<file path="config.mk">
export PLATFORM = sky130hd
export DESIGN_NAME = spi_flag_ctl
export DESIGN_NICKNAME = d
export VERILOG_FILES = /design/src/rtl/spi_flag_pkg.sv /design/src/rtl/spi_flag_cell.sv /design/src/rtl/spi_pin_ctl.sv /design/src/rtl/spi_flag_ctl.sv
export SDC_FILE = /design/constraint.sdc
export NUM_CORES = 1
export LEC_CHECK = 0
export BUFFER_PORTS_ARGS = -buffer_cell sky130_fd_sc_hd__buf_2
export CORE_MARGIN = 1.5
export CORE_UTILIZATION = 50
export CTS_CLUSTER_DIAMETER = 30
export DETAILED_ROUTE_END_ITERATION = 8
export HOLD_SLACK_MARGIN = 0.12
export PLACE_DENSITY = 0.78
export SYNTH_ARGS = -nofsm -noshare
export SYNTH_HDL_FRONTEND = slang
export SYNTH_SLANG_ARGS = --single-unit
export TNS_END_PERCENT = 10
</file>
<file path="constraint.sdc">
create_clock -name clk -period 1.5 [get_ports clk]
set_input_delay 0 -clock clk [delete_from_list [all_inputs] [get_ports clk]]
set_output_delay 0 -clock clk [all_outputs]
set_load 0.1 [all_outputs]
</file>
<file path="src/rtl/spi_flag_pkg.sv">
package spi_flag_pkg;
  localparam int ADDR_W = 2;

  typedef enum logic [ADDR_W-1:0] {
    A_CTRL = 2'd0,
    A_STAT = 2'd1,
    A_DATA = 2'd2
  } reg_addr_e;

  localparam int CTL_EN   = 0;
  localparam int CTL_MSTR = 1;
  localparam int CTL_BCE  = 2;
  localparam int CTL_W    = 3;

  localparam int ST_TXE = 0;
  localparam int ST_RXF = 1;
  localparam int ST_OVF = 2;

  localparam int NFLAG = 2;  // two-step flags: index 0 receive-full, 1 overflow

  typedef struct packed {
    logic bce;
    logic mstr;
    logic en;
  } ctl_t;
endpackage

</file>
<file path="src/rtl/spi_flag_cell.sv">
module spi_flag_cell (
  input  logic clk,
  input  logic rst,
  input  logic set_i,
  input  logic look_i,
  input  logic allow_i,
  input  logic clr_i,
  output logic flag_o,
  output logic arm_o
);
  always_ff @(posedge clk) begin
    if (rst) begin
      flag_o <= 1'b0;
      arm_o  <= 1'b0;
    end else if (set_i) begin
      flag_o <= 1'b1;
      arm_o  <= 1'b0;
    end else if (clr_i) begin
      flag_o <= 1'b0;
      arm_o  <= 1'b0;
    end else if (allow_i && look_i && flag_o) begin
      arm_o <= 1'b1;
    end
  end
endmodule

</file>
<file path="src/rtl/spi_pin_ctl.sv">
module spi_pin_ctl (
  input  logic clk,
  input  logic rst,
  input  logic en_i,
  input  logic mstr_i,
  input  logic ss_n_i,
  output logic miso_oe_o,
  output logic mosi_oe_o,
  output logic dir_ovr_o
);
  always_ff @(posedge clk) begin
    if (rst) begin
      miso_oe_o <= 1'b0;
      mosi_oe_o <= 1'b0;
      dir_ovr_o <= 1'b0;
    end else begin
      miso_oe_o <= en_i && !mstr_i && !ss_n_i;
      mosi_oe_o <= en_i && mstr_i;
      dir_ovr_o <= en_i;
    end
  end
endmodule

</file>
<file path="src/rtl/spi_flag_ctl.sv">
module spi_flag_ctl
  import spi_flag_pkg::*;
#(
  parameter int DATA_W = 8
) (
  input  logic              clk,
  input  logic              rst,
  input  logic              brk_i,
  input  logic              cpu_sel_i,
  input  logic              cpu_wr_i,
  input  logic [1:0]        cpu_addr_i,
  input  logic [DATA_W-1:0] cpu_wdata_i,
  output logic [DATA_W-1:0] cpu_rdata_o,
  input  logic              eng_done_i,
  input  logic [DATA_W-1:0] eng_rx_i,
  input  logic              eng_loaded_i,
  output logic              tx_start_o,
  output logic [DATA_W-1:0] tx_byte_o,
  input  logic              ss_n_i,
  output logic              miso_oe_o,
  output logic              mosi_oe_o,
  output logic              dir_ovr_o
);
  ctl_t              ctl_q;
  logic              txe_q;
  logic [DATA_W-1:0] rx_q;
  logic [NFLAG-1:0]  flag_w, arm_w, set_w, clr_w;
  logic              allow, acc_rd, acc_wr, look, step2, wr_ok, rx_busy;
  logic [DATA_W-1:0] ctl_word, st_word;

  assign allow   = !brk_i || ctl_q.bce;
  assign acc_rd  = cpu_sel_i && !cpu_wr_i;
  assign acc_wr  = cpu_sel_i && cpu_wr_i;
  assign look    = acc_rd && (cpu_addr_i == A_STAT);
  assign step2   = acc_rd && (cpu_addr_i == A_DATA);
  assign wr_ok   = acc_wr && (cpu_addr_i == A_DATA) && allow;

  // receive-full stays set past this cycle
  assign rx_busy = flag_w[0] && !clr_w[0];
  assign set_w[0] = eng_done_i;
  assign set_w[1] = eng_done_i && rx_busy;

  for (genvar i = 0; i < NFLAG; i++) begin : g_flag
    assign clr_w[i] = allow && step2 && arm_w[i] && flag_w[i];
    spi_flag_cell u_cell (
      .clk    (clk),
      .rst    (rst),
      .set_i  (set_w[i]),
      .look_i (look),
      .allow_i(allow),
      .clr_i  (clr_w[i]),
      .flag_o (flag_w[i]),
      .arm_o  (arm_w[i])
    );
  end

  always_ff @(posedge clk) begin
    if (rst) begin
      ctl_q <= '0;
    end else if (acc_wr && (cpu_addr_i == A_CTRL)) begin
      ctl_q <= ctl_t'(cpu_wdata_i[CTL_W-1:0]);
    end
  end

  always_ff @(posedge clk) begin
    if (rst) begin
      txe_q      <= 1'b1;
      tx_start_o <= 1'b0;
      tx_byte_o  <= '0;
    end else begin
      tx_start_o <= wr_ok;
      if (wr_ok) begin
        txe_q     <= 1'b0;
        tx_byte_o <= cpu_wdata_i;
      end else if (eng_loaded_i) begin
        txe_q <= 1'b1;
      end
    end
  end

  always_ff @(posedge clk) begin
    if (rst) begin
      rx_q <= '0;
    end else if (eng_done_i && !rx_busy) begin
      rx_q <= eng_rx_i;
    end
  end

  always_comb begin
    ctl_word           = '0;
    ctl_word[CTL_EN]   = ctl_q.en;
    ctl_word[CTL_MSTR] = ctl_q.mstr;
    ctl_word[CTL_BCE]  = ctl_q.bce;
    st_word            = '0;
    st_word[ST_TXE]    = txe_q;
    st_word[ST_RXF]    = flag_w[0];
    st_word[ST_OVF]    = flag_w[1];
  end

  always_ff @(posedge clk) begin
    if (rst) begin
      cpu_rdata_o <= '0;
    end else if (acc_rd) begin
      case (cpu_addr_i)
        A_CTRL:  cpu_rdata_o <= ctl_word;
        A_STAT:  cpu_rdata_o <= st_word;
        A_DATA:  cpu_rdata_o <= rx_q;
        default: cpu_rdata_o <= '0;
      endcase
    end
  end

  spi_pin_ctl u_pins (
    .clk      (clk),
    .rst      (rst),
    .en_i     (ctl_q.en),
    .mstr_i   (ctl_q.mstr),
    .ss_n_i   (ss_n_i),
    .miso_oe_o(miso_oe_o),
    .mosi_oe_o(mosi_oe_o),
    .dir_ovr_o(dir_ovr_o)
  );
endmodule

</file>
==> flow_summary_export.csv <==
group,metric,value,unit
global_routing,grt_pass1_wl,6580,um
synth,ys.warnings.count,0,
floorplanning,die_y,58.3,um
worst_setup_path,r2r-start,"ctl_q[2]",
placement,dp.cells,227,
synth,ys_ff_latch,36,
floorplanning,die_area,3400,sq um
synth,synth_xor_area_share,0,%
placement,io_buffers,45,
sta,fin_crit_sh,93.9,%
sta,whs,0.151,ns
synth,syn_inst,157,
worst_hold_path,hp-class,"in2reg",
global_routing,grt_pass1_vias,1386,
clock_tree,h-tree-depth,2,
sta,clock.fmax,0.710,GHz
sta,tightestPinTransition,0.512,ns
worst_setup_path,crit_arrival,1.68,ns
sta,setup_viol,0,
worst_hold_path,min_path_cells,4,
synth,synth_top_family_by_area,"simple AND/OR/NAND/NOR gates",
sta,fin_setup_tns,0,ns
pwr,leakage,0.000876,uW
sta,maxSlewHeadroom,65.4,%
sta,finalHoldViolations,0,
worst_setup_path,worstRegToRegCells,4,
layout,fillers,207,
job,max_cap_violations,0,
clock_tree,cts_resized,0,
floorplanning,io_pins,46,
synth,synth_area,1530,sq um
layout,multi_input_area,754,sq um
synth,ys_types,32,
sta,skew,0.00720,ns
floorplanning,num_rows,19,
global_routing,grt_max_degree,33,
layout,syn2layout_area_growth,35.0,%
clock_tree,clk_path_buf_depth,2,
layout,n_antenna_cell,0,
sta,grt_setup_unrepaired,"no",
clock_tree,cts.sinks,36,
layout,seqCellArea,721,sq um
worst_setup_path,crit_path_end_kind,"flop",
detailed_routing,drt_iter0_drc,91,
synth,synth_compound_area_share,16.4,%
layout,utilization,73.0,%
detailed_routing,route.vias.total,1447,
synth,synthMuxAreaShare,9.40,%
global_routing,grt_usage,25.4,%
detailed_routing,routed_wl,4030,um
placement,hpwlAfterDp,2590,um
worst_setup_path,crit_path_start_kind,"flop",
placement,globalplace.congestion,0.849,
worst_setup_path,startpoint,"ctl_q[2]",
clock_tree,cts_buffers,5,
global_routing,grt.overflow.total,0,
clock_tree,clock_latency,0.35,ns
worst_setup_path,cp_max_fo,15,
clock_tree,path_clk_slew,0.11,ns
synth,synth_simple_gate_area_share,23.5,%
detailed_routing,dr.pass1.iters,4,
global_routing,antenna_found_initial,0,
layout,final_layout_size_suffix_gt1_share,27.4,%
detailed_routing,drtAntennaViolNets,0,
sta,maxSlewViolCount,0,
clock_tree,root_buffer,"clkbuf_4",
floorplanning,initial_utilization,54.1,%
detailed_routing,post_drt_wl_per_cell,15.7,um
worst_setup_path,critPathKind,"reg2reg",
worst_setup_path,r2r_slack,0.09,ns
worst_setup_path,required,1.78,ns
floorplanning,die_w,58.3,um
status,status,"finished clean",
layout,stdcell_count,257,
synth,syn-num-nets,183,
synth,synth_area_per_cell,9.75,sq um
worst_hold_path,hold_start,"cpu_addr_i[1]",
detailed_routing,vias_per_cell,5.63,
clock_tree,cts_setup_buffers,0,
synth,ys_seq_area_share,47.1,%
pwr,power.density,903,nW/um^2
pwr,ir_worst_vdd,0.771,mV
clock_tree,cts_tree,"built",
sta,post-route-min-period,1.41,ns
layout,final_nets,251,
detailed_routing,drc,0,
floorplanning,core-area,2830,sq um
synth,synth-adder-area-share,0,%
-- cells in the final DEF (no fill, tap or decap), types with 2 or more instances in the layout --
| cell type | n |
|---|---|
| nor3_1 | 4 |
| a22oi_1 | 5 |
| a221oi_1 | 3 |
| mux2_1 | 3 |
| buf_4 | 4 |
| dlygate4sd3_1 | 22 |
| nand3_1 | 8 |
| a21oi_1 | 9 |
| mux2i_1 | 11 |
| nor2b_1 | 3 |
| inv_1 | 4 |
| clkbuf_4 | 5 |
| o21ai_0 | 8 |
| buf_2 | 45 |
| nand2b_1 | 19 |
| o41ai_1 | 2 |
| dfxtp_1 | 36 |
| nor2_1 | 11 |
| nand4b_1 | 4 |
| a211oi_1 | 2 |
| clkinv_2 | 2 |
| and4bb_2 | 2 |
-- logic make-up after synthesis --
logic type             after synthesis
AOI/OAI and AO/OA                   35
buffers and inverters               14
DFF                                 36
muxes                               14
and+or+nand+nor                     58
-- what timing repair did --
item                                    CTS  global route
hold endpoints to repair                 34             0
hold buffers                             22             0
endpoints found under the setup margin    0             0
-- final cells by class --
| cell class | count | share of cell area [%] |
|---|---|---|
| Clock inverter | 2 | 0.485 |
| Clock buffer | 6 | 2.48 |
| Sequential cell | 36 | 34.9 |
| Inverter | 4 | 0.727 |
| Tap cell | 31 | 1.88 |
| Multi-Input combinational cell | 107 | 36.5 |
| Timing Repair Buffer | 71 | 23.0 |
-- synth_stat cells --
cell type | count | area [sq um]
and4b_1 | 1 | 10.0
nor4bb_1 | 1 | 10.0
a22oi_1 | 5 | 37.5
nor3_1 | 4 | 20.0
a41oi_1 | 1 | 8.76
buf_2 | 2 | 10.0
nor2b_1 | 3 | 18.8
o32ai_4 | 1 | 27.5
inv_1 | 4 | 15.0
dfxtp_1 | 36 | 721
nand2b_1 | 19 | 119
nor3b_1 | 1 | 7.51
nor2_1 | 11 | 41.3
nand3_1 | 8 | 40.0
a221oi_1 | 3 | 26.3
nand4b_1 | 4 | 35.0
mux2i_1 | 11 | 110
and2_1 | 1 | 6.26
a211oi_1 | 2 | 15.0
o31ai_1 | 1 | 7.51
o41ai_1 | 2 | 17.5
and4bb_2 | 2 | 25.0
nand2b_2 | 1 | 8.76
nand3b_1 | 1 | 7.51
o311a_1 | 1 | 10.0
o21ai_0 | 8 | 40.0
o22ai_1 | 1 | 6.26
a21oi_1 | 9 | 45.0
and2b_4 | 1 | 10.0
mux2_1 | 3 | 33.8
o21ba_1 | 1 | 10.0
clkbuf_1 | 8 | 30.0
-- sequential cells by signal, indices dropped and copies added (netlist names), 2 cells and up --
signal / count
cpu_rdata_o: 8
ctl_q: 3
g_flag.u_cell.arm_o: 2
g_flag.u_cell.flag_o: 2
rx_q: 8
tx_byte_o: 8
-- per-stage QoR --
step | setup slack, ns | cell area [sq um] | power (uW)
2_1_floorplan | 0.153 | 1530 | 1210
5_1_grt | 0.0352 | 2070 | 1930
4_1_cts | 0.0852 | 2070 | 1860
6_report | 0.0909 | 2070 | 1870
3_5_place_dp | 0.109 | 1780 | 1290
3_3_place_gp | 0.199 | 1780 | 1280
-- report_power, final --
part           internal, uW  leakage (uW)  total, uW  switching [uW]
registers               985      0.000293       1010            21.1
logic                   130      0.000545        312             182
clock network           223     0.0000380        547             325
-- metal layers --
metal  wire, um  up-vias  global-route usage (%)
met1       1680      674                    31.9
met3        277        6                    6.59
met5          0        -                       0
li1           -      703                       -
met4         48        0                    7.31
met2       2030       64                    43.0
-- worst max-delay path: stages, from the launching register on --
cell and delay [ns]:
dfxtp_1 0.38, and2b_4 0.26, o32ai_4 0.27, buf_4 0.23, mux2i_1 0.20
-- path summary, 6_finish.rpt --
path,end
max,rx_q[6]
min,g_flag[1].u_cell.arm_o
max reg2reg,rx_q[6]
min reg2reg,rx_q[3]
Power figures use the tool's default switching activity.
